`config.mk`:
```
export PLATFORM = sky130hd
export DESIGN_NAME = raster_timing
export DESIGN_NICKNAME = d
export VERILOG_FILES = /design/src/rtl/raster_pkg.sv /design/src/rtl/raster_ctrl.sv /design/src/rtl/raster_datapath.sv /design/src/rtl/raster_timing.sv
export SDC_FILE = /design/constraint.sdc
export NUM_CORES = 1
export LEC_CHECK = 0
export ABC_AREA = 1
export BUFFER_PORTS_ARGS = -buffer_cell sky130_fd_sc_hd__buf_2
export CORE_ASPECT_RATIO = 0.5
export CORE_MARGIN = 2
export CORE_UTILIZATION = 49
export CTS_CLUSTER_DIAMETER = 30
export DETAILED_ROUTE_END_ITERATION = 8
export MAX_ROUTING_LAYER = met4
export PLACE_DENSITY_LB_ADDON = 0.2
export SYNTH_ARGS = -nofsm -noshare
export SYNTH_HDL_FRONTEND = slang
export SYNTH_SLANG_ARGS = --single-unit
```
`constraint.sdc`:
```
create_clock -name clk -period 1.45 [get_ports clk]
set_clock_uncertainty 0.1 [all_clocks]
set_input_delay 0.435 -clock clk [delete_from_list [all_inputs] [get_ports clk]]
set_output_delay 0.435 -clock clk [all_outputs]
set_load 0.01 [all_outputs]
```
`src/rtl/raster_pkg.sv`:
```
package raster_pkg;
  // Timing events decoded by the control path for the datapath.
  typedef struct packed {
    logic lineWrap;     // last dot of a scanline
    logic vblankEnter;  // last dot of the line before vertical blank
    logic frameWrap;    // last dot of the last line of the frame
  } rasterStrobe_t;
endpackage

```
`src/rtl/raster_ctrl.sv`:
```
module raster_ctrl
  import raster_pkg::*;
#(
  parameter int DOT_LAST    = 340,
  parameter int LINES       = 260,
  parameter int VBLANK_LINE = 225,
  parameter int DOT_W       = 9,
  parameter int LINE_W      = 9
) (
  input  logic [DOT_W-1:0]  dot,
  input  logic [LINE_W-1:0] line,
  output rasterStrobe_t     strobe
);
  localparam logic [DOT_W-1:0]  DotEnd    = DOT_W'(DOT_LAST);
  localparam logic [LINE_W-1:0] PreVblank = LINE_W'(VBLANK_LINE - 1);
  localparam logic [LINE_W-1:0] LineEnd   = LINE_W'(LINES - 1);

  logic atLineEnd;

  always_comb begin
    atLineEnd          = (dot == DotEnd);
    strobe.lineWrap    = atLineEnd;
    strobe.vblankEnter = atLineEnd && (line == PreVblank);
    strobe.frameWrap   = atLineEnd && (line == LineEnd);
  end
endmodule

```
`src/rtl/raster_datapath.sv`:
```
module raster_datapath
  import raster_pkg::*;
#(
  parameter int DOT_W      = 9,
  parameter int LINE_W     = 9,
  parameter int FRAME_W    = 16,
  parameter int ADDR_W     = 16,
  parameter int VBLANK_LINE = 225,
  parameter int HBL_START  = 'h121,
  parameter int HBL_END    = 'h15,
  parameter logic [ADDR_W-1:0] FLAG_ADDR = 16'h4210,
  parameter logic [ADDR_W-1:0] STAT_ADDR = 16'h4212
) (
  input  logic               clk,
  input  logic               rst,
  input  rasterStrobe_t      strobe,
  input  logic               irqEnWrite,
  input  logic               irqEnData,
  input  logic [ADDR_W-1:0]  rdAddr,
  output logic [7:0]         rdData,
  output logic               irq,
  output logic               frameStart,
  output logic [FRAME_W-1:0] frameCount,
  output logic [DOT_W-1:0]   dot,
  output logic [LINE_W-1:0]  line,
  output logic               nmiFlag,
  output logic               nmiEnable
);
  localparam logic [DOT_W-1:0]  HblFirst = DOT_W'(HBL_START);
  localparam logic [DOT_W-1:0]  HblLast  = DOT_W'(HBL_END);
  localparam logic [LINE_W-1:0] VblFirst = LINE_W'(VBLANK_LINE);

  always_ff @(posedge clk) begin
    if (rst) begin
      dot        <= '0;
      line       <= '0;
      frameCount <= '0;
      nmiFlag    <= 1'b0;
      nmiEnable  <= 1'b0;
      irq        <= 1'b0;
      frameStart <= 1'b0;
    end else begin
      if (strobe.lineWrap) dot <= '0;
      else                 dot <= dot + 1'b1;

      if (strobe.frameWrap) begin
        line       <= '0;
        frameCount <= frameCount + 1'b1;
      end else if (strobe.lineWrap) begin
        line <= line + 1'b1;
      end

      if (strobe.vblankEnter)    nmiFlag <= 1'b1;
      else if (strobe.frameWrap) nmiFlag <= 1'b0;

      if (irqEnWrite) nmiEnable <= irqEnData;

      irq        <= strobe.vblankEnter & nmiEnable;
      frameStart <= strobe.frameWrap;
    end
  end

  logic inHblank;
  logic inVblank;

  always_comb begin
    inHblank = (dot >= HblFirst) || (dot <= HblLast);
    inVblank = (line >= VblFirst);
    rdData   = 8'h00;
    if (rdAddr == FLAG_ADDR)      rdData = {nmiFlag, 7'b0};
    else if (rdAddr == STAT_ADDR) rdData = {inVblank, inHblank, 6'b0};
  end
endmodule

```
`src/rtl/raster_timing.sv`:
```
module raster_timing #(
  parameter int DOT_LAST    = 340,
  parameter int LINES       = 260,
  parameter int VBLANK_LINE = 225,
  parameter int HBL_START   = 'h121,
  parameter int HBL_END     = 'h15,
  parameter int FRAME_W     = 16,
  parameter int ADDR_W      = 16,
  parameter logic [ADDR_W-1:0] FLAG_ADDR = 16'h4210,
  parameter logic [ADDR_W-1:0] STAT_ADDR = 16'h4212
) (
  input  logic               clk,
  input  logic               rst,
  input  logic               irqEnWrite,
  input  logic               irqEnData,
  input  logic [ADDR_W-1:0]  rdAddr,
  output logic [7:0]         rdData,
  output logic               irq,
  output logic               frameStart,
  output logic [FRAME_W-1:0] frameCount
);
  localparam int DOT_W  = $clog2(DOT_LAST + 1);
  localparam int LINE_W = $clog2(LINES);

  raster_pkg::rasterStrobe_t strobe;
  logic [DOT_W-1:0]  dot;
  logic [LINE_W-1:0] line;
  logic              nmiFlag;
  logic              nmiEnable;

  raster_ctrl #(
    .DOT_LAST(DOT_LAST), .LINES(LINES), .VBLANK_LINE(VBLANK_LINE),
    .DOT_W(DOT_W), .LINE_W(LINE_W)
  ) u_ctrl (
    .dot(dot), .line(line), .strobe(strobe)
  );

  raster_datapath #(
    .DOT_W(DOT_W), .LINE_W(LINE_W), .FRAME_W(FRAME_W), .ADDR_W(ADDR_W),
    .VBLANK_LINE(VBLANK_LINE), .HBL_START(HBL_START), .HBL_END(HBL_END),
    .FLAG_ADDR(FLAG_ADDR), .STAT_ADDR(STAT_ADDR)
  ) u_dp (
    .clk(clk), .rst(rst), .strobe(strobe),
    .irqEnWrite(irqEnWrite), .irqEnData(irqEnData),
    .rdAddr(rdAddr), .rdData(rdData),
    .irq(irq), .frameStart(frameStart), .frameCount(frameCount),
    .dot(dot), .line(line), .nmiFlag(nmiFlag), .nmiEnable(nmiEnable)
  );
endmodule

```
# == Yosys cells after proc, flatten, opt, wreduce, memory -nomap -nowiden ==
# Index checks and enable logic that the tools add are counted.
# word_totals
reg_bits,38
inputBits,20
wordCells,29
# op_classes
n_addsub,3
n_lt_le_gt_ge,3
eq_ne,5
n_mux,4
n_bitwise,1
n_reduce_logical,6
# op_table
cell,n
$eq A16 B15 Y1 const B,2
$add A9 B1 Y9 const B,2
$eq A9 B9 Y1 const B,2
$add A16 B1 Y16 const B,1
$mux W8,2
$eq A9 B8 Y1 const B,1
$ge A9 B8 Y1 const B,1
$ge A9 B9 Y1 const B,1
$le A9 B5 Y1 const B,1
$reduce_or A2 Y1,2
$logic_and A1 B1 Y1,2
$mux W1,2
$reduce_bool A2 Y1,1
$and A1 B1 Y1,1
$logic_or A1 B1 Y1,1

# == Longest topological paths before layout ==
# logic_depth
ltp_word,4
depth_mapped,11
mapped_depth_nobuf,10

# == Cells and area by module ==
# From an unflattened synthesis, not the netlist that was laid out.
# unflattened
hier_cells,334
hier_area_um2,2157.1
# modules_own_cells
module,n_inst,cells_each,area_per_inst_um2,seq_area_each_um2
raster_datapath,1,303,2024.4,760.7
raster_ctrl,1,31,132.6,0.0

# == Least setup slack after synthesis ==
# No wires, ideal clock.
# synth_path
path_kind,register -> output
start,reg u_dp.line[1]
end,out rdData[7]
arrival_time_ns,1.085
required_time_ns,0.915
setup_slack_ns,-0.170
stages_incl_launch_ff,9
n_path_buf,0
path_cell_list,dfxtp_1 inv_1 ha_1 nor2_1 nand3_1 o21ai_0 nand2_1 nand2_1 o21ai_0
# synth_via
elab_chain_cells,3
# synth_rtl
item,line,rtl
start: declaration,raster_datapath.sv:25,"output logic [LINE_W-1:0] line,"
start signal: assignment,raster_datapath.sv:50,line <= line + 1'b1;
$ge A9 B8 Y1,raster_datapath.sv:68,inVblank = (line >= VblFirst);
$mux W8,raster_datapath.sv:71,"else if (rdAddr == STAT_ADDR) rdData = {inVblank, inHblank, 6'b0};"
$mux W8,raster_datapath.sv:70,"if (rdAddr == FLAG_ADDR) rdData = {nmiFlag, 7'b0};"
end: declaration,raster_timing.sv:17,"output logic [7:0] rdData,"
# Every way passes these cells.

# == Final worst setup path ==
# layout_path
start,reg u_dp.dot[1]
end,out rdData[6]
# layout_via
elab_chain_cells,4
# layout_rtl
item,line,rtl
start: declaration,raster_datapath.sv:24,"output logic [DOT_W-1:0] dot,"
start signal: assignment,raster_datapath.sv:44,else dot <= dot + 1'b1;
$ge A9 B9 Y1 / $le A9 B5 Y1 (equally long branches),raster_datapath.sv:67,inHblank = (dot >= HblFirst) || (dot <= HblLast);
$logic_or A1 B1 Y1 (*),raster_datapath.sv:67,
$mux W8 (*),raster_datapath.sv:71,
$mux W8 (*),raster_datapath.sv:70,
# Mark *: on every way between the ends. The rest lies on a longest branch, timed or not.

==> results_dict.tcl <==
set metrics [dict create \
    fin_crit_sh_pct 134.7 \
    outcome "finished, violations left" \
    cts-buffers-inserted 5 \
    seq_area_frac_synth_pct 33.35 \
    hpwl_um 4034 \
    relSlewSlack_pct 65.27 \
    place.gp.congestion 0.9108 \
    ir_drop_v 0.0005897 \
    cts_sinks 38 \
    p_per_area_nw_per_um2 607.5 \
    grt_max_degree 13 \
    clock_path_buffers 2 \
    drc 0 \
    setup_ws_ns -0.5032 \
    cts_root_buf "clkbuf_8" \
    maxCapViolCount 0 \
    drv_slew 0 \
    viasPerCell 5.074 \
    tightest_slew_ns 0.5204 \
    synth_async_sr_flop_share_pct 0 \
    ys_warn_count 0 \
    coreArea_um2 4446 \
    wl_met2_um 3546 \
    hold_viol_final 0 \
    multi_input_area_um2 1639 \
    grt_pass1_vias 2460 \
    synth_area_per_cell_um2 6.354 \
    path_clk_slew_ns 0.08 \
    fin_util_pct 79.68 \
    rows 17 \
    drive_gt1_share_pct 44.52 \
    clock_latency_ns 0.29 \
    top_layer_used "met4" \
    antenna_found_initial 0 \
    fillers 299 \
    routedWlPerCell_um 13.27 \
    cp-end-kind "primary output" \
    critPathKind "reg -> out" \
    top_level_ports 46 \
    vias 2603 \
    final.setup.tns_ns -6.285 \
    finalPower_w 0.002152 \
    start_util_pct 51.31 \
    firstDrtPassIters 6 \
    met3_length_um 294 \
    fmax_ghz 0.5120 \
    rsz0062_at_grt "true" \
    startpoint_type "flip-flop" \
    cp_max_fo 2 \
    synth.distinct_cells 26 \
    area_growth_pct 55.29 \
    cp_data_required_time_ns 0.92 \
    ant_nets 0 \
    die_y_um 52.25 \
    final.min_clock_period_ns 1.953 \
    antennaDiodeCount 0 \
    place_ws_ns -0.4637 \
    die_w_um 100.5 \
    die_area_um2 5250 \
    layout.nets 482 \
    worstPathArrival_ns 1.42 \
    cts_tree "built" \
    grt_pass1_wl_um 10240 \
    grt-ovfl-total 0 \
    grt_use_total_pct 25.61 \
    layout_commonest_cell "nand2_1" \
    layout_common_cells "79 x nand2_1, 46 x inv_1, 39 x buf_4, 38 x buf_2, 36 x nor2_1" \
    placed_cell_area_um2 2796 \
    first_iter_violations 125 \
    routed_wl_um 6810 \
    ys_seq_elements 38 \
    hold_class "in -> reg" \
    synth_cells 359 \
    ys.flop_type "dfxtp_1" \
    met1_length_um 2842 \
    regArea_um2 777.0 \
    finalSetupViolCount 39 \
    p_leak_nw 1.643 \
    synth_edf_count 0 \
    failed_checks "setup timing" \
    mappedNetlistArea_um2 2281 \
    fin_area_um2 3542 \
    portBuffers 39 \
    htreeDepth 2 \
]
[cell type report]
cell class / count / share of cell area, %
Timing Repair Buffer: 97 / 20.84
Multi-Input combinational cell: 259 / 46.27
Clock inverter: 3 / 1.130
Sequential cell: 38 / 21.94
Tap cell: 57 / 2.013
Clock buffer: 5 / 1.943
Inverter: 54 / 5.864
[kinds of logic (layout without fill, tap and decap cells)]
| kind of cell | after synthesis | in the layout | share of synthesized area (%) |
|---|---|---|---|
| AO/OA/AOI/OAI | 32 | 32 | 7.186 |
| XOR/XNOR | 6 | 6 | 2.304 |
| adder cells (fa/ha/maj) | 7 | 7 | 3.840 |
| buffers and inverters | 68 | 159 | 13.44 |
| flip-flops | 38 | 38 | 33.35 |
| other | 1 | 6 | 0.1644 |
| AND/OR/NAND/NOR | 207 | 208 | 39.71 |
[state kept, by name, summed over array words and instances (netlist names)]
register / flops
u_dp.dot: 9
u_dp.nmiEnable: 1
u_dp.frameStart: 1
u_dp.line: 9
u_dp.frameCount: 16
u_dp.irq: 1
u_dp.nmiFlag: 1
[worst max-delay path: stages, from the launching register on]
cell     delay (ns)
dfxtp_2        0.36
inv_4          0.05
ha_4           0.17
nor2_4         0.07
nand4_1        0.14
a21oi_2        0.19
nor2_2         0.04
buf_2          0.13
[routing by layer]
metal | track usage, % | vias to the layer above
met1 | 27.68 | 1217
met5 | - | -
met3 | 5.467 | 16
li1 | - | 1305
met4 | 4.566 | 0
met2 | 50.00 | 65
[cells in the mapped netlist, drive strengths merged, types with 2 or more instances]
cell    number  area, um2
o21ai       13      68.81
a21oi       19      95.09
nor2        59      251.5
buf         14      103.8
ha           7      87.58
nand2      100      385.4
inv         53      198.9
nand4       12      75.07
nor3b        2      15.01
dfxtp       38      760.7
nand3       20      100.1
nor3        10      50.05
nand3b       3      22.52
xor2         5      43.79
[final timing paths]
path / startpoint / endpoint / slack, ns / cells after the start
worst max register to register: u_dp.line[0]$_SDFFE_PP0P_ / u_dp.frameCount[3]$_SDFFE_PP0P_ / -0.25 / 11
worst min-delay path: irqEnData / u_dp.nmiEnable$_SDFFE_PP0P_ / 0.28 / 3
worst max-delay path: u_dp.dot[1]$_SDFF_PP0_ / rdData[6] / -0.50 / 7
worst min register to register: u_dp.nmiEnable$_SDFFE_PP0P_ / u_dp.irq$_SDFF_PP0_ / 0.35 / 2
[power by group]
group / internal, W / switching (W) / leakage (nW)
Sequential: 0.00105 / 0.0000109 / 0.311
Clock: 0.000507 / 0.000388 / 0.0579
Combinational: 0.0000914 / 0.000106 / 1.27
[what timing repair did]
action / CTS / global route
setup endpoints to repair: 38 / 44
hold buffers: 0 / 0
resized for setup: 90 / 51
pin swaps: 32 / 29
cloned: 3 / 0
buffers inserted: 9 / 7
[metrics by stage]
| stage | std cells | hold slack (ns) |
|---|---|---|
| after global routing | 513 | 0.3124 |
| after floorplan | 364 | 0.3165 |
| after detailed placement | 489 | 0.3359 |
| after global placement | 489 | 0.3283 |
| final | 513 | 0.2763 |
| after CTS | 508 | 0.2764 |
Note: power is estimated with default switching activity, not from simulation.
